===== src/rtl/nps_pkg.sv =====
package nps_pkg;

    localparam int WORD_W      = 32;
    localparam int BUS_W       = 8;
    localparam int WORD_BYTES  = WORD_W / BUS_W;
    localparam int NADDR_W     = 3;
    localparam int IDX_W       = NADDR_W;

    // Address field positions the sequencer decodes
    localparam int POS_PHASE   = 19;
    localparam int POS_END_EN  = 20;
    localparam int POS_CLR_CS  = 21;
    localparam int POS_ECC_END = 10;
    localparam int LSB_END_CMD = 11;
    localparam int LSB_START   = 3;
    localparam int LSB_NADDR   = 21;

    typedef enum logic [2:0] {
        ST_IDLE,
        ST_START,
        ST_ADDR,
        ST_DATA,
        ST_END,
        ST_GAP,
        ST_WAIT,
        ST_DONE
    } seq_state_e;

    typedef struct packed {
        logic               data_phase;
        logic [BUS_W-1:0]   start_cmd;
        logic [NADDR_W-1:0] n_addr;
        logic               end_en;
        logic [BUS_W-1:0]   end_cmd;
        logic               clr_cs;
        logic               ecc_last;
    } op_t;

    function automatic logic [BUS_W-1:0] word_byte(
        input logic [WORD_W-1:0] w,
        input logic [IDX_W-1:0]  idx
    );
        logic [BUS_W-1:0] b;
        b = '0;
        for (int k = 0; k < WORD_BYTES; k++) begin
            if (idx == IDX_W'(k)) b = w[k*BUS_W +: BUS_W];
        end
        return b;
    endfunction

endpackage


===== src/rtl/nps_decode.sv =====
module nps_decode
    import nps_pkg::*;
(
    input  logic [WORD_W-1:0] addr,
    output op_t               op
);
    logic unused_addr_bits;

    always_comb begin
        op.data_phase = addr[POS_PHASE];
        op.start_cmd  = addr[LSB_START +: BUS_W];
        op.end_en     = addr[POS_END_EN];
        op.end_cmd    = addr[LSB_END_CMD +: BUS_W];
        // Field meanings depend on the phase
        op.n_addr     = addr[POS_PHASE] ? '0 : addr[LSB_NADDR +: NADDR_W];
        op.clr_cs     = addr[POS_PHASE] & addr[POS_CLR_CS];
        op.ecc_last   = addr[POS_PHASE] & addr[POS_ECC_END];
    end

    // Chip-address byte and low bits carry nothing for a single device
    assign unused_addr_bits = ^{addr[WORD_W-1:24], addr[2:0]};

endmodule


===== src/rtl/nps_strobe.sv =====
module nps_strobe #(
    parameter int LOW_CYC  = 2,
    parameter int HIGH_CYC = 2
) (
    input  logic clk,
    input  logic rst,
    input  logic run,
    output logic active,
    output logic sample,
    output logic last
);
    localparam int TOT = LOW_CYC + HIGH_CYC;
    localparam int CW  = (TOT > 1) ? $clog2(TOT) : 1;

    logic [CW-1:0] cnt;

    assign active = run && (cnt < CW'(LOW_CYC));
    assign sample = run && (cnt == CW'(LOW_CYC - 1));
    assign last   = run && (cnt == CW'(TOT - 1));

    always_ff @(posedge clk) begin
        if (rst || !run) begin
            cnt <= '0;
        end else if (last) begin
            cnt <= '0;
        end else begin
            cnt <= cnt + 1'b1;
        end
    end

endmodule


===== src/rtl/nps_sync.sv =====
module nps_sync #(
    parameter int STAGES = 2
) (
    input  logic clk,
    input  logic rst,
    input  logic d,
    output logic q
);
    generate
        if (STAGES <= 1) begin : g_one
            logic r;
            always_ff @(posedge clk) begin
                if (rst) r <= 1'b1;
                else     r <= d;
            end
            assign q = r;
        end else begin : g_chain
            logic [STAGES-1:0] sh;
            always_ff @(posedge clk) begin
                if (rst) sh <= '1;
                else     sh <= {sh[STAGES-2:0], d};
            end
            assign q = sh[STAGES-1];
        end
    endgenerate

endmodule


===== src/rtl/nps_ctrl.sv =====
module nps_ctrl
    import nps_pkg::*;
#(
    parameter int GAP_CYC = 4
) (
    input  logic              clk,
    input  logic              rst,
    input  logic              req_valid,
    output logic              req_ready,
    input  op_t               dec_op,
    input  logic [WORD_W-1:0] req_wdata,
    input  logic              req_write,
    output logic              rsp_valid,
    output logic [WORD_W-1:0] rsp_rdata,
    output logic              ecc_blk_end,
    output logic              run,
    input  logic              stb_active,
    input  logic              stb_sample,
    input  logic              stb_last,
    output logic              ce_act,
    output logic              cle,
    output logic              ale,
    output logic              we_act,
    output logic              re_act,
    output logic [BUS_W-1:0]  dq_o,
    output logic              dq_oe,
    input  logic [BUS_W-1:0]  dq_i,
    input  logic              rb_ready
);
    localparam int GW = $clog2(GAP_CYC + 1);

    seq_state_e        state;
    op_t               op;
    logic [WORD_W-1:0] wdata;
    logic              wr;
    logic [IDX_W-1:0]  idx;
    logic [GW-1:0]     gap_cnt;
    logic              rd_data;

    assign req_ready   = (state == ST_IDLE);
    assign run         = (state == ST_START) || (state == ST_ADDR) ||
                         (state == ST_DATA)  || (state == ST_END);
    assign rd_data     = (state == ST_DATA) && !wr;
    assign cle         = (state == ST_START) || (state == ST_END);
    assign ale         = (state == ST_ADDR);
    assign we_act      = stb_active && !rd_data;
    assign re_act      = stb_active && rd_data;
    assign dq_oe       = we_act;
    assign rsp_valid   = (state == ST_DONE) && op.data_phase && !wr;
    assign ecc_blk_end = (state == ST_DONE) && op.ecc_last;

    always_comb begin
        dq_o = '0;
        unique case (state)
            ST_START: dq_o = op.start_cmd;
            ST_ADDR:  dq_o = (idx < IDX_W'(WORD_BYTES)) ? word_byte(wdata, idx) : '0;
            ST_DATA:  dq_o = word_byte(wdata, idx);
            ST_END:   dq_o = op.end_cmd;
            default:  dq_o = '0;
        endcase
    end

    always_ff @(posedge clk) begin
        if (rst) begin
            state     <= ST_IDLE;
            op        <= '0;
            wdata     <= '0;
            wr        <= 1'b0;
            idx       <= '0;
            gap_cnt   <= '0;
            ce_act    <= 1'b0;
            rsp_rdata <= '0;
        end else begin
            if (rd_data && stb_sample) begin
                for (int k = 0; k < WORD_BYTES; k++) begin
                    if (idx == IDX_W'(k)) rsp_rdata[k*BUS_W +: BUS_W] <= dq_i;
                end
            end
            unique case (state)
                ST_IDLE: begin
                    if (req_valid) begin
                        op     <= dec_op;
                        wdata  <= req_wdata;
                        wr     <= req_write;
                        idx    <= '0;
                        ce_act <= 1'b1;
                        state  <= dec_op.data_phase ? ST_DATA : ST_START;
                    end
                end
                ST_START: begin
                    if (stb_last) begin
                        idx <= '0;
                        if (op.n_addr != '0) state <= ST_ADDR;
                        else if (op.end_en)  state <= ST_END;
                        else                 state <= ST_DONE;
                    end
                end
                ST_ADDR: begin
                    if (stb_last) begin
                        if (idx == op.n_addr - 1'b1) begin
                            state <= op.end_en ? ST_END : ST_DONE;
                        end else begin
                            idx <= idx + 1'b1;
                        end
                    end
                end
                ST_DATA: begin
                    if (stb_last) begin
                        if (idx == IDX_W'(WORD_BYTES - 1)) begin
                            state <= op.end_en ? ST_END : ST_DONE;
                        end else begin
                            idx <= idx + 1'b1;
                        end
                    end
                end
                ST_END: begin
                    if (stb_last) begin
                        gap_cnt <= '0;
                        state   <= op.data_phase ? ST_GAP : ST_DONE;
                    end
                end
                ST_GAP: begin
                    if (gap_cnt == GW'(GAP_CYC - 1)) state <= ST_WAIT;
                    else                             gap_cnt <= gap_cnt + 1'b1;
                end
                ST_WAIT: begin
                    if (rb_ready) state <= ST_DONE;
                end
                ST_DONE: begin
                    if (op.clr_cs) ce_act <= 1'b0;
                    state <= ST_IDLE;
                end
                default: state <= ST_IDLE;
            endcase
        end
    end

endmodule


===== src/rtl/nand_phase_seq.sv =====
module nand_phase_seq
    import nps_pkg::*;
#(
    parameter int GAP_CYC     = 4,
    parameter int SYNC_STAGES = 2,
    parameter int LOW_CYC     = 2,
    parameter int HIGH_CYC    = 2
) (
    input  logic              clk,
    input  logic              rst,
    input  logic              req_valid,
    output logic              req_ready,
    input  logic [WORD_W-1:0] req_addr,
    input  logic [WORD_W-1:0] req_wdata,
    input  logic              req_write,
    output logic              rsp_valid,
    output logic [WORD_W-1:0] rsp_rdata,
    output logic              ecc_blk_end,
    output logic              nand_ce_n,
    output logic              nand_cle,
    output logic              nand_ale,
    output logic              nand_we_n,
    output logic              nand_re_n,
    output logic [BUS_W-1:0]  nand_dq_o,
    output logic              nand_dq_oe,
    input  logic [BUS_W-1:0]  nand_dq_i,
    input  logic              nand_rb_n
);
    op_t  dec_op;
    logic run, stb_active, stb_sample, stb_last;
    logic rb_ready, ce_act, we_act, re_act;

    nps_decode u_dec (
        .addr (req_addr),
        .op   (dec_op)
    );

    nps_strobe #(.LOW_CYC(LOW_CYC), .HIGH_CYC(HIGH_CYC)) u_stb (
        .clk    (clk),
        .rst    (rst),
        .run    (run),
        .active (stb_active),
        .sample (stb_sample),
        .last   (stb_last)
    );

    nps_sync #(.STAGES(SYNC_STAGES)) u_rb (
        .clk (clk),
        .rst (rst),
        .d   (nand_rb_n),
        .q   (rb_ready)
    );

    nps_ctrl #(.GAP_CYC(GAP_CYC)) u_ctrl (
        .clk         (clk),
        .rst         (rst),
        .req_valid   (req_valid),
        .req_ready   (req_ready),
        .dec_op      (dec_op),
        .req_wdata   (req_wdata),
        .req_write   (req_write),
        .rsp_valid   (rsp_valid),
        .rsp_rdata   (rsp_rdata),
        .ecc_blk_end (ecc_blk_end),
        .run         (run),
        .stb_active  (stb_active),
        .stb_sample  (stb_sample),
        .stb_last    (stb_last),
        .ce_act      (ce_act),
        .cle         (nand_cle),
        .ale         (nand_ale),
        .we_act      (we_act),
        .re_act      (re_act),
        .dq_o        (nand_dq_o),
        .dq_oe       (nand_dq_oe),
        .dq_i        (nand_dq_i),
        .rb_ready    (rb_ready)
    );

    assign nand_ce_n = !ce_act;
    assign nand_we_n = !we_act;
    assign nand_re_n = !re_act;

endmodule


===== config.mk =====
export PLATFORM = sky130hd
export DESIGN_NAME = nand_phase_seq
export DESIGN_NICKNAME = d
export VERILOG_FILES = /design/src/rtl/nps_pkg.sv /design/src/rtl/nps_decode.sv /design/src/rtl/nps_strobe.sv /design/src/rtl/nps_sync.sv /design/src/rtl/nps_ctrl.sv /design/src/rtl/nand_phase_seq.sv
export SDC_FILE = /design/constraint.sdc
export NUM_CORES = 1
export LEC_CHECK = 0
export ABC_AREA = 1
export BUFFER_PORTS_ARGS = -buffer_cell sky130_fd_sc_hd__buf_2
export CELL_PAD_IN_SITES_DETAIL_PLACEMENT = 0
export CELL_PAD_IN_SITES_GLOBAL_PLACEMENT = 1
export CORE_ASPECT_RATIO = 0.7
export CORE_MARGIN = 1
export CORE_UTILIZATION = 37
export DETAILED_ROUTE_END_ITERATION = 8
export MAX_ROUTING_LAYER = met4
export PLACE_DENSITY = 0.91
export SLEW_MARGIN = 10
export SYNTH_ARGS = -nofsm -noshare
export SYNTH_HDL_FRONTEND = slang
export SYNTH_SLANG_ARGS = --single-unit

===== constraint.sdc =====
create_clock -name clk -period 2.4 [get_ports clk]
set_input_delay 0.36 -clock clk [delete_from_list [all_inputs] [get_ports clk]]
set_output_delay 0.36 -clock clk [all_outputs]
set_load 0.1 [all_outputs]

# == Yosys cells after proc, flatten, opt, wreduce, memory -nomap -nowiden ==
# Index checks and enable logic that the tools add are counted.
# totals
reg_bits,102
latchBits,0
ram_bits,0
mem_bits_ro,0
out_inout_bits,49
elab_cells,124
mem_count,0
# op_classes
addsub,4
multipliers,0
div,0
n_lt_le_gt_ge,2
n_eq_ne,27
n_shift,0
muxes,33
bitwise_logic,2
n_reduce_logical,37
# ops
operator,n
two-way mux 3 bit,18
two-way mux 8 bit,5
one-hot mux 8 bit (4 select lines),1
one-hot mux 3 bit (8 select lines),1
inequality test 2 bit (second input constant),9
equality test 3 x 2 -> 1 bit (second input constant),5
equality test 3 bit (second input constant),4
one-hot mux 3 bit (4 select lines),1
logical AND 1 bit,10
AND reduction 2 bit,5
AND reduction 9 bit,1
inequality test 2 x 1 -> 1 bit (second input constant),4
AND reduction 7 bit,1
adder 3 x 1 -> 3 bit (second input constant),2
equality test 3 x 1 -> 1 bit (second input constant),2
zero test 1 bit,6
zero test 3 bit,2
two-way mux 2 bit,3
one-hot mux 3 bit (2 select lines),1
AND reduction 3 bit,2
logical OR 1 bit,5
nonzero test 2 bit,2
nonzero test 4 bit,1
equality test 3 bit,1
11 further kinds,13

# == Depth between registers and ports, before layout ==
# Gate-level depths: netlist of run 1.
# depth
ltp_word,7
depth_mapped,12

# == By module ==
# Synthesis of run 1 repeated with hierarchy kept, for this count alone.
# hier_totals
hier_cells,671
area_unflattened_um2,4893.4
# modules_own_cells
module,instances,cells_per_inst,area_per_inst_um2,seq_area_each_um2
nps_ctrl,1,617,4534.3,1961.9
nps_decode,1,28,172.7,0.0
nps_strobe,1,16,116.4,40.0
nps_sync,1,7,58.8,40.0
nand_phase_seq,1,3,11.3,0.0

# == Worst setup path after synthesis of run 1 ==
# No wires, ideal clock.
# synth_timing
kind,flip-flop to output port
from,register u_ctrl.state[0]
to,output nand_dq_oe
t_arrival_ns,3.166
required_ns,2.040
setup_slack_ns,-1.126
path_stages_with_launch,6
path_buffers,0
cell_sequence,dfxtp_1 nand2_1 inv_2 nand2_1 o211ai_1 inv_1
# synth_between
elab_chain_len,6
word_cells_on_any_way,11
# synth_rtl
element,line_no,text
start: declaration,nps_ctrl.sv:32,seq_state_e state;
start signal: assignment,nps_ctrl.sv:87,state <= dec_op.data_phase ? ST_DATA : ST_START;
start signal: assignment,nps_ctrl.sv:101,state <= op.end_en ? ST_END : ST_DONE;
start signal: assignment,nps_ctrl.sv:110,state <= op.end_en ? ST_END : ST_DONE;
equality test 3 x 1 -> 1 bit or equality test 3 x 2 -> 1 bit (tied branches),nps_ctrl.sv:41,assign run = (state == ST_START) || (state == ST_ADDR) ||
logical OR 1 bit (2 in a row),nps_ctrl.sv:41,
logical OR 1 bit,nps_ctrl.sv:42,(state == ST_DATA) || (state == ST_END);
logical AND 1 bit,nps_strobe.sv:17,assign active = run && (cnt < CW'(LOW_CYC));
logical AND 1 bit *,nps_ctrl.sv:46,assign we_act = stb_active && !rd_data;
end: declaration,nand_phase_seq.sv:25,"output logic nand_dq_oe,"
# Every way passes the cells marked *; elsewhere a longest branch is shown, timed or not.

# == Final worst setup path of run 1 ==
# layout_timing
from,register u_ctrl.idx[1]
to,output nand_dq_o[7]
# layout_between
elab_chain_len,7
word_cells_on_any_way,11
# layout_rtl
element,line_no,text
start: declaration,nps_ctrl.sv:36,logic [IDX_W-1:0] idx;
start signal: assignment,nps_ctrl.sv:103,idx <= idx + 1'b1;
start signal: assignment,nps_ctrl.sv:112,idx <= idx + 1'b1;
zero test 3 bit,nps_pkg.sv:46,if (idx == IDX_W'(k)) b = w[k*BUS_W +: BUS_W];
two-way mux 8 bit (4 in a row),nps_pkg.sv:46,
two-way mux 8 bit,nps_ctrl.sv:56,"ST_ADDR: dq_o = (idx < IDX_W'(WORD_BYTES)) ? word_byte(wdata, idx) : '0;"
one-hot mux 8 bit (4 select lines) *,nps_ctrl.sv:54,unique case (state)
end: declaration,nand_phase_seq.sv:24,"output logic [BUS_W-1:0] nand_dq_o,"
# Marks and branches as above.

==> flow_metrics.env, run 1 <==
export IMPL_synth_nets=749
export IMPL_slowest_stage="dfxtp_4"
export IMPL_core_area_sq_um=11900
export IMPL_cts_tree="yes"
export IMPL_dr_pass1_iters=5
export IMPL_placedCellCount=909
export IMPL_synth_top_cells_by_area="dfxtp_1 44%, nand2_1 11%, o21ai_0 8.5%"
export IMPL_yosys_register_bits=102
export IMPL_cp_max_fo=8
export IMPL_cts_max_path_buffers=2
export IMPL_vias_per_cell=4.89
export IMPL_grt_pass1_wl_um=20400
export IMPL_io_pin_count=126
export IMPL_grt_ovfl_total=0
export IMPL_clock_sinks=102
export IMPL_finalHoldViolCount=0
export IMPL_drtIter0Drc=371
export IMPL_cap_violations=0
export IMPL_synthCells=661
export IMPL_synth_fa_ha_area_share_pct=2.98
export IMPL_synth_top_cell_area_share_pct=44.3
export IMPL_ant_nets=0
export IMPL_p_per_area_nw_per_um2=1190
export IMPL_fin_tns_setup_ps=0
export IMPL_wl_per_cell_um=13.8
export IMPL_synth_edf_count=0
export IMPL_outcome="finished clean"
export IMPL_drc=0
export IMPL_root_buffer="clkbuf_16"
export IMPL_dp_hpwl_um=9370
export IMPL_whs_path_depth=2
export IMPL_htree_levels=3
export IMPL_relSlewSlack_pct=47.4
export IMPL_drive_above_1_share_pct=25.1
export IMPL_fmax_ghz=0.419
export IMPL_rsz0062_at_grt="true"
export IMPL_rows=33
export IMPL_fin_cells=931
export IMPL_netlist_area_sq_um=4610
export IMPL_cts_buffers=9
export IMPL_synth_top_cell_by_area="dfxtp_1"
export IMPL_worstSetupPathType="register to output port"
export IMPL_slew_viol_final=0
export IMPL_fill_cells=1182
export IMPL_fin_crit_ps=2380
export IMPL_antenna_cells=0
export IMPL_finalPower_uw=7040
export IMPL_die_h_um=95.4
export IMPL_synth_distinct_cells=27
export IMPL_yosys_warnings=0
export IMPL_clk_latency_ps=340
export IMPL_vdd_drop_max_uv=933
export IMPL_synth_simple_area_share_pct=23.8
export IMPL_synth_xor_area_share_pct=0
export IMPL_yosysMostFrequentCell="nand2_1"
export IMPL_clock_skew_final_ps=4.04
export IMPL_hold_path_class="input port to register"
export IMPL_arrival_ps=2020
export IMPL_r2r_cells=9
export IMPL_hold_slack_ps=209
export IMPL_vias=4548
export IMPL_grt_max_degree=76
export IMPL_gp_congestion=0.882
export IMPL_dieArea_sq_um=12900
export IMPL_required_ps=2040
export IMPL_routed_wl_um=12900
export IMPL_areaGrowthSynthToFinish_pct=28.1
export IMPL_initial_core_util_pct=38.6
export IMPL_grt_pass1_vias=4148
export IMPL_nets=857
export IMPL_synth_top_family_by_area="simple AND/OR/NAND/NOR gates"
export IMPL_slowest_delay_ps=360
export IMPL_fp_dieW_um=135
export IMPL_finalCritPeriodShare_pct=99.3
export IMPL_syn_avg_cell_area_sq_um=6.98
export IMPL_path_clk_slew_ps=70
export IMPL_crit_chain="inv_4 > ha_4 > inv_2 > nor2_4 > clkinvlp_4 > o21ai_2 > nor2_1 > o21ai_1 > nand2_1 > buf_12"
export IMPL_antenna_found_initial=0
export IMPL_worst_slew_pin_slew_ps=787
export IMPL_globalRouteTotalUtil_pct=21.1
export IMPL_synth_mux_area_share_pct=0
export IMPL_setup_viol=0
export IMPL_synthArstFlopShare_pct=0
export IMPL_portBuffers=114
export IMPL_seq_area_frac_synth_pct=44.3
export IMPL_start_kind="register"
export IMPL_endpoint_kind="output port"
export IMPL_power_leakage_uw=0.00267
export IMPL_synth_top_flop_cell="dfxtp_1"
export IMPL_netlist_top_cells_count="141 x nand2_1, 102 x dfxtp_1, 92 x nor2_1, 85 x inv_1, 78 x o21ai_0"
export IMPL_synth_compound_area_share_pct=18.1
## flip-flops by register name, summed over array words and instances, names as in the netlist
| name | count |
|---|---|
| u_ctrl.ce_act | 1 |
| u_ctrl.gap_cnt | 3 |
| u_ctrl.idx | 3 |
| u_ctrl.op | 23 |
| u_ctrl.rsp_rdata | 32 |
| u_ctrl.state | 3 |
| u_ctrl.wdata | 32 |
| u_ctrl.wr | 1 |
| u_rb.g_chain.sh | 2 |
| u_stb.cnt | 2 |
## metal layers
layer  vias up  wire length (um)  global-route usage (%)
met5         -                 0                       -
met4         0               125                    5.71
met3         9               952                    4.57
met2       152              5430                    30.9
met1      2083              6350                    29.2
li1       2304                 -                       -
## critical path, delay by kind of cell, from the launching register on
family,cells,cell delay (ps)
buffers and inverters,4,520
adders and majority gates,1,120
DFF,1,360
AOI/OAI and AO/OA,2,330
and+or+nand+nor,3,330
## final timing paths
check	startpoint	endpoint	slack, ps
min reg2reg	u_rb.g_chain.sh[0]$_SDFF_PP1_	u_rb.g_chain.sh[1]$_SDFF_PP1_	420
min	nand_rb_n	u_rb.g_chain.sh[0]$_SDFF_PP1_	210
max	u_ctrl.idx[1]$_SDFFE_PP0P_	nand_dq_o[7]	20
max reg2reg	u_ctrl.idx[1]$_SDFFE_PP0P_	u_ctrl.idx[2]$_SDFFE_PP0P_	420
## cells by family after synthesis
logic type | after synthesis
and+or+nand+nor | 264
AOI/OAI and AO/OA | 163
adders and majority gates | 11
DFF | 102
buffers and inverters | 121
## cell usage in the layout, fill, tap and decap left out, drive strengths merged
cell type and count:
nand2 144, buf 127, dfxtp 102, nor2 98, inv 92, o21ai 79
a21oi 73, ha 11, nand3 10, clkbuf 10, o22ai 7, nand4 5
or2 4, a211oi 3, clkinvlp 3, nor3 2, clkinv 2, o211ai 1
nand3b 1
## metrics by stage
stage	area, sq um	setup WS, ps	util [%]
finish	5910	15.7	49.5
global route	5910	-70.3	49.5
CTS	5790	11.5	48.5
detailed placement	5470	70.9	45.8
global placement	5470	171	45.8
floorplan	4640	-1010	-
## cell type report
| class | count | area [sq um] | share of cell area, % |
|---|---|---|---|
| Clock inverter | 6 | 45.0 | 0.762 |
| Timing Repair inverter | 1 | 7.51 | 0.127 |
| Multi-Input combinational cell | 438 | 2170 | 36.7 |
| Sequential cell | 102 | 2060 | 34.8 |
| Clock buffer | 10 | 239 | 4.04 |
| Timing Repair Buffer | 127 | 835 | 14.1 |
| Inverter | 90 | 358 | 6.06 |
| Tap cell | 157 | 196 | 3.32 |
## report_power, final
part | total, uW | switching (uW) | internal (uW)
combinational | 3410 | 2380 | 1030
sequential | 2230 | 193 | 2030
clock | 1400 | 660 | 739
total | 7040 | 3230 | 3800
## what timing repair did
action	4_1_cts	5_1_grt
gates cloned	1	0
pin swaps	0	14
setup endpoints to repair	8	8
hold buffers	0	0
gates resized for setup	15	45
setup buffers	1	4
Power figures use the tool's default switching activity.
==> run 2, diff against run 1 <==
Settings changed: ABC_AREA 1 to default, CORE_UTILIZATION 37 to 38.
==> run 2 against run 1 <==
  * The flow now finishes with violations (negative setup slack)
  * Combinational power down 29%
  * Critical path depth down 2
  * Synthesized cell count down 18%
  * Routed wire length down 4.0%
  * Via count down 8.4%
  * Global-route usage down 0.35 points
  * Highest routed layer unchanged
  * Sequential share of layout area down 0.46 points
  * Die area down 4.4%
  * Register-to-register slack worse by 250 ps
  * Critical endpoint unchanged
  * Largest power group unchanged
  * Core utilization up 3.3 points
  * Total power down 15%
==> flow_metrics.env, run 2 <==
export IMPL_drtIter0Drc=329
export IMPL_yosys_register_bits=102
export IMPL_post_place_ws_ps=46.8
export IMPL_dr_pass1_iters=5
export IMPL_clock_skew_final_ps=8.39
export IMPL_synthArstFlopShare_pct=0
export IMPL_globalRouteTotalUtil_pct=20.8
export IMPL_fin_crit_ps=2420
export IMPL_p_per_area_nw_per_um2=1000
export IMPL_portBuffers=114
export IMPL_final_cell_mix="120 x nand2_1, 104 x buf_2, 98 x dfxtp_1, 65 x a21oi_1, 52 x nor2_1"
export IMPL_synthCells=540
export IMPL_crit_chain="inv_6 > ha_4 > buf_12 > and3b_1 > a21oi_4 > o21ai_2 > a221o_2 > buf_12"
export IMPL_synth_nets=628
export IMPL_synth_top_cells_by_area="dfxtp_1 45%, nand2_1 10%, a21oi_1 7.6%"
export IMPL_areaGrowthSynthToFinish_pct=32.0
export IMPL_grt_ovfl_total=0
export IMPL_synth_top_flop_cell="dfxtp_1"
export IMPL_required_ps=2040
export IMPL_seq_area_frac_synth_pct=45.1
export IMPL_netlist_area_sq_um=4520
export IMPL_hold_slack_ps=193
export IMPL_violations="negative setup slack"
export IMPL_core_area_sq_um=11300
export IMPL_start_kind="register"
export IMPL_fp_dieW_um=132
export IMPL_yosysMostFrequentCell="nand2_1"
export IMPL_relSlewSlack_pct=50.2
export IMPL_antenna_cells=0
export IMPL_vias=4166
export IMPL_die_h_um=93.3
export IMPL_wl_per_cell_um=15.2
export IMPL_layout_cells_most_common="nand2_1"
export IMPL_outcome="complete, but fails checks"
export IMPL_slowest_delay_ps=380
export IMPL_vias_per_cell=5.13
export IMPL_gp_congestion=0.857
export IMPL_cts_max_path_buffers=2
export IMPL_path_common_cell="buf_12"
export IMPL_fmax_ghz=0.413
export IMPL_finalCritPeriodShare_pct=101
export IMPL_root_buffer="clkbuf_16"
export IMPL_placedCellCount=784
export IMPL_cp_max_fo=7
export IMPL_clock_sinks=102
export IMPL_syn_avg_cell_area_sq_um=8.38
export IMPL_synth_top_cell_area_share_pct=45.1
export IMPL_cts_tree="yes"
export IMPL_finalPower_uw=5980
export IMPL_grt_pass1_vias=3971
export IMPL_grt_max_degree=43
export IMPL_grt_pass1_wl_um=19700
export IMPL_path_clk_slew_ps=70
export IMPL_power_leakage_uw=0.00262
export IMPL_top_regs="u_ctrl.rsp_rdata: 32 flops, u_ctrl.wdata: 32 flops, u_ctrl.op: 23 flops"
export IMPL_io_pin_count=126
export IMPL_finalHoldViolCount=0
export IMPL_dieArea_sq_um=12400
export IMPL_slowest_stage="dfxtp_4"
export IMPL_vdd_drop_max_uv=922
export IMPL_finalWorstSetupSlack_ps=-23.0
export IMPL_drc=0
export IMPL_worst_slew_pin_slew_ps=746
export IMPL_cts_buffers=9
export IMPL_drive_above_1_share_pct=30.0
export IMPL_initial_core_util_pct=40.1
export IMPL_synth_edf_count=0
export IMPL_clk_latency_ps=350
export IMPL_setup_viol=2
export IMPL_nets=742
export IMPL_cts_hold_buffers_added=0
export IMPL_antenna_found_initial=0
export IMPL_slew_viol_final=0
export IMPL_htree_levels=3
export IMPL_fin_cells=812
export IMPL_synth_distinct_cells=49
export IMPL_cap_violations=0
export IMPL_routed_wl_um=12300
export IMPL_rows=32
export IMPL_yosys_warnings=0
export IMPL_hold_path_class="input port to register"
export IMPL_netlist_top_cells_count="121 x nand2_1, 102 x dfxtp_1, 69 x a21oi_1, 53 x nor2_1, 34 x mux2i_1"
export IMPL_synth_top_cell_by_area="dfxtp_1"
export IMPL_rsz0062_at_grt="true"
export IMPL_worstSetupPathType="register to output port"
export IMPL_ant_nets=0
export IMPL_dp_hpwl_um=8660
export IMPL_endpoint_kind="output port"
export IMPL_arrival_ps=2060
==> run 2: layout make-up <==
type                    instances  area, sq um
flip-flops and latches        102         2050
fillers                      1040         5320
repair buffers                138          933
inverters                      13         57.6
well taps                     153          191
clock inverters                 6         80.1
multi-input cells             390         2410
clock buffers                  10          239
==> run 2: worst max-delay path: cells and delay by family, from the launching register on <==
family	cells	cell delay (ps)
flops	1	380
compound gates	3	610
simple gates	1	210
fa+ha+maj	1	160
buf+inv	3	370
==> run 2: routing by layer <==
metal / GRT usage, % / up-vias / share of wire [%]
met4: 5.75 / 0 / 1.2
met1: 27.6 / 1934 / 46
met3: 4.12 / 12 / 6.7
met2: 32.3 / 155 / 46
li1: - / 2065 / -
met5: - / - / 0
==> run 2: per-stage QoR <==
step | util, % | instance area, sq um | TNS, ps
floorplan | - | 4550 | -77.9
global placement | 47.9 | 5410 | 0
detailed placement | 47.9 | 5410 | 0
CTS | 51.7 | 5830 | -37.1
global route | 52.9 | 5970 | -402
finish | 52.9 | 5970 | -39.9
==> run 2: worst paths after layout <==
kind | start | to | slack, ps | cells after the start
max reg2reg | u_ctrl.op[11]$_SDFFE_PP0P_ | u_ctrl.idx[1]$_SDFFE_PP0P_ | 170 | 7
min reg2reg | u_rb.g_chain.sh[0]$_SDFF_PP1_ | u_rb.g_chain.sh[1]$_SDFF_PP1_ | 430 | 1
min | nand_rb_n | u_rb.g_chain.sh[0]$_SDFF_PP1_ | 190 | 2
max | u_ctrl.idx[1]$_SDFFE_PP0P_ | nand_dq_o[7] | -20 | 8
==> run 2: what timing repair did <==
item / 4_1_cts / 5_1_grt
endpoints found under the hold margin: 0 / 0
pin swaps: 6 / 8
resized for setup: 21 / 18
endpoints found under the setup margin: 8 / 9
setup buffers: 4 / 8
==> run 2: cell families (layout without fill, tap and decap cells) <==
kind of cell / after synthesis / count (layout) / synth area share [%]
AO/OA/AOI/OAI: 115 / 115 / 15.6
XOR/XNOR: 3 / 3 / 0.581
adder cells (fa/ha/maj): 11 / 11 / 3.04
buffers and inverters: 48 / 167 / 4.45
flip-flops: 102 / 102 / 45.1
multiplexers: 35 / 35 / 7.77
AND/OR/NAND/NOR: 226 / 226 / 23.4
==> run 2: power by group <==
part	total [uW]	switching, uW	internal [uW]
logic	2420	1600	819
clock network	1530	678	854
registers	2030	141	1890
==> run 3, diff against run 2 <==
Settings changed: SYNTH_HIERARCHICAL from default to 1.
==> run 3 against run 2 <==
  * The flow now finishes without violations
  * Total power is 11% higher
  * Register-to-register slack got worse by 40 ps
  * Clock-buffer cell count increased by 1
  * Largest power group unchanged
==> flow_metrics.env, run 3 <==
export IMPL_yosysMostFrequentCell="nand2_1"
export IMPL_gp_congestion=0.936
export IMPL_synth_distinct_cells=49
export IMPL_yosys_register_bits=102
export IMPL_multi_input_area_sq_um=2440
export IMPL_synth_top_cell_by_area="dfxtp_1"
export IMPL_synth_edf_count=0
export IMPL_setup_viol=0
export IMPL_routed_wl_um=12800
export IMPL_path_clk_slew_ps=70
export IMPL_hold_path_class="input port to register"
export IMPL_fmax_ghz=0.423
export IMPL_clk_latency_ps=340
export IMPL_drtIter0Drc=361
export IMPL_postPlaceCellArea_sq_um=5520
export IMPL_final_cell_mix="167 x nand2_1, 100 x buf_2, 97 x dfxtp_1, 92 x a21oi_1, 31 x nor2_1"
export IMPL_die_h_um=95.8
export IMPL_fp_dieW_um=136
export IMPL_clock_skew_final_ps=10.2
export IMPL_grt_util_met2_pct=29.8
export IMPL_rows=33
export IMPL_worstReg2RegEnd="u_ctrl/idx[2]$_SDFFE_PP0P_"
export IMPL_use_met3_pct=4.00
export IMPL_synth_top_cells_by_area="dfxtp_1 43%, nand2_1 13%, a21oi_1 10%"
export IMPL_internal_power_uw=3720
export IMPL_cap_violations=0
export IMPL_stdcell_area_sq_um=5990
export IMPL_finalCritPeriodShare_pct=98.5
export IMPL_ant_nets=0
export IMPL_synth_top_flop_cell="dfxtp_1"
export IMPL_worst_slew_pin_slew_ps=550
export IMPL_antenna_cells=0
export IMPL_synthCells=611
export IMPL_swShare_pct=44.0
export IMPL_seqCellArea_sq_um=2050
export IMPL_portBuffers=114
export IMPL_worstSetupPathType="register to output port"
export IMPL_syn_avg_cell_area_sq_um=7.81
export IMPL_areaGrowthSynthToFinish_pct=25.6
export IMPL_vdd_drop_max_uv=1910
export IMPL_power_leakage_uw=0.00238
export IMPL_finalHoldViolCount=0
export IMPL_slew_viol_final=0
export IMPL_seqPwrFrac_pct=31.2
export IMPL_cts_tree="yes"
export IMPL_reg2reg_slack_ps=130
export IMPL_synth_nets=699
export IMPL_antenna_found_initial=0
export IMPL_outcome="finished clean"
export IMPL_drive_above_1_share_pct=27.6
export IMPL_r2r_start="u_ctrl/state[1]$_SDFFE_PP0P_"
export IMPL_relSlewSlack_pct=63.3
export IMPL_grt_ovfl_total=0
export IMPL_dieArea_sq_um=13000
export IMPL_post_place_ws_ps=42.0
export IMPL_netlist_area_sq_um=4770
export IMPL_yosys_warnings=6
export IMPL_top_regs="u_ctrl/rsp_rdata: 32 flops, u_ctrl/wdata: 32 flops, u_ctrl/op: 23 flops"
export IMPL_wl_per_cell_um=14.9
export IMPL_grt_max_degree=57
export IMPL_vias=4398
export IMPL_grt_pass1_vias=4092
export IMPL_vias_per_cell=5.12
export IMPL_grt_pass1_wl_um=20400
export IMPL_finalWorstSetupSlack_ps=35.5
export IMPL_synth_top_cell_area_share_pct=42.8
export IMPL_power_frac_comb_pct=46.9
export IMPL_root_buffer="clkbuf_16"
export IMPL_fill_cells=1161
export IMPL_endpoint_kind="output port"
export IMPL_synthArstFlopShare_pct=0
export IMPL_seq_area_frac_synth_pct=42.8
export IMPL_netlist_top_cells_count="167 x nand2_1, 102 x dfxtp_1, 98 x a21oi_1, 34 x nor2_1, 25 x nand3_1"
export IMPL_r2r_cells=8
export IMPL_initial_core_util_pct=39.9
export IMPL_io_pin_count=126
export IMPL_use_met1_pct=29.3
export IMPL_start_kind="register"
export IMPL_p_clk_share_pct=21.9
export IMPL_p_per_area_nw_per_um2=1110
export IMPL_clock_sinks=102
export IMPL_arrival_ps=2000
export IMPL_switchingPower_uw=2920
export IMPL_nets=785
export IMPL_busiest_layer="met2"
export IMPL_crit_path_end="nand_dq_o[2]"
export IMPL_fin_tns_setup_ps=0
export IMPL_globalRouteTotalUtil_pct=20.8
export IMPL_cts_buffers=9
export IMPL_dr_pass1_iters=5
export IMPL_critPathLaunch="u_ctrl/idx[1]$_SDFFE_PP0P_"
export IMPL_cp_max_fo=8
export IMPL_fin_crit_ps=2360
export IMPL_htree_levels=3
export IMPL_drc=0
export IMPL_cts_max_path_buffers=2
export IMPL_required_ps=2040
export IMPL_dp_hpwl_um=9200
export IMPL_core_area_sq_um=12000
export IMPL_layout_cells_most_common="nand2_1"
-- run 3: cell count changes after synthesis, moves of 5 or more --
cell,previous run,this run
and2_1,3,8
nor2_1,53,34
buf_6,1,9
nand3_1,5,25
buf_4,1,22
and3b_1,9,0
a21oi_1,69,98
nor2b_1,2,8
mux2i_1,34,9
nand2_1,121,167
-- run 3: worst min path at each step --
stage,start,to,slack (ps),depth (start not counted)
after global placement,u_rb/g_chain.sh[0]$_SDFF_PP1_,u_rb/g_chain.sh[1]$_SDFF_PP1_,400,1
after CTS,nand_rb_n,u_rb/g_chain.sh[0]$_SDFF_PP1_,200,2
after global routing,nand_rb_n,u_rb/g_chain.sh[0]$_SDFF_PP1_,210,2
after floorplan,u_rb/g_chain.sh[0]$_SDFF_PP1_,u_rb/g_chain.sh[1]$_SDFF_PP1_,380,1
after detailed placement,u_rb/g_chain.sh[0]$_SDFF_PP1_,u_rb/g_chain.sh[1]$_SDFF_PP1_,400,1
final,nand_rb_n,u_rb/g_chain.sh[0]$_SDFF_PP1_,210,2
-- run 3: critical path, cell delays in order, from the launching register on --
cell and delay, ps:
dfxtp_4 390, inv_2 70, ha_4 170, buf_4 180, a21oi_1 210, o21ai_0 110
a221o_1 340, buf_12 180
-- run 3: routing by layer --
layer | vias to the layer above | wire length (um) | part of all wire [%]
met5 | - | 0 | 0
met4 | 0 | 195 | 1.5
met3 | 18 | 676 | 5.3
met2 | 139 | 5590 | 44
met1 | 2044 | 6310 | 49
li1 | 2197 | - | -
-- run 3: repair_timing --
action / 4_1_cts / 5_1_grt
setup endpoints to repair: 10 / 8
hold buffers: 0 / 0
cloned: 1 / 0
gates resized for setup: 21 / 16
endpoints found under the hold margin: 0 / 0
buffers inserted: 1 / 3
pin swaps: 4 / 4
-- run 3: final cells by class --
| type | count | share of cell area, % |
|---|---|---|
| multi-input cells | 436 | 40.6 |
| flip-flops and latches | 102 | 34.3 |
| repair buffers | 134 | 15.8 |
| clock buffers | 11 | 4.22 |
| well taps | 157 | 3.28 |
| inverters | 14 | 0.939 |
| clock inverters | 5 | 0.877 |
-- run 3: cells by family after synthesis --
kind of cell | synth area share [%]
adders and majority gates | 2.88
xor gates and xnor gates | 0.734
buffers and inverters | 9.04
AOI/OAI and AO/OA | 16.9
and+or+nand+nor | 25.8
muxes | 1.89
DFF | 42.8
-- run 3: power groups by stage --
stage | logic [uW] | registers, uW | clock network (uW)
floorplan | 2360 | 2050 | 0
global placement | 2920 | 2090 | 0
detailed placement | 2970 | 2090 | 0
CTS | 3020 | 2060 | 1480
global route | 3320 | 2100 | 1560
finish | 3110 | 2070 | 1460
-- run 3: through the flow --
| stage | total power (uW) | instances | hold WS (ps) | util [%] |
|---|---|---|---|---|
| detailed placement | 5060 | 839 | 399 | 46.1 |
| CTS | 6560 | 857 | 196 | 49.3 |
| global placement | 5000 | 839 | 402 | 46.1 |
| floorplan | 4400 | 611 | 383 | - |
| finish | 6640 | 859 | 206 | 50.1 |
| global route | 6990 | 859 | 209 | 50.1 |
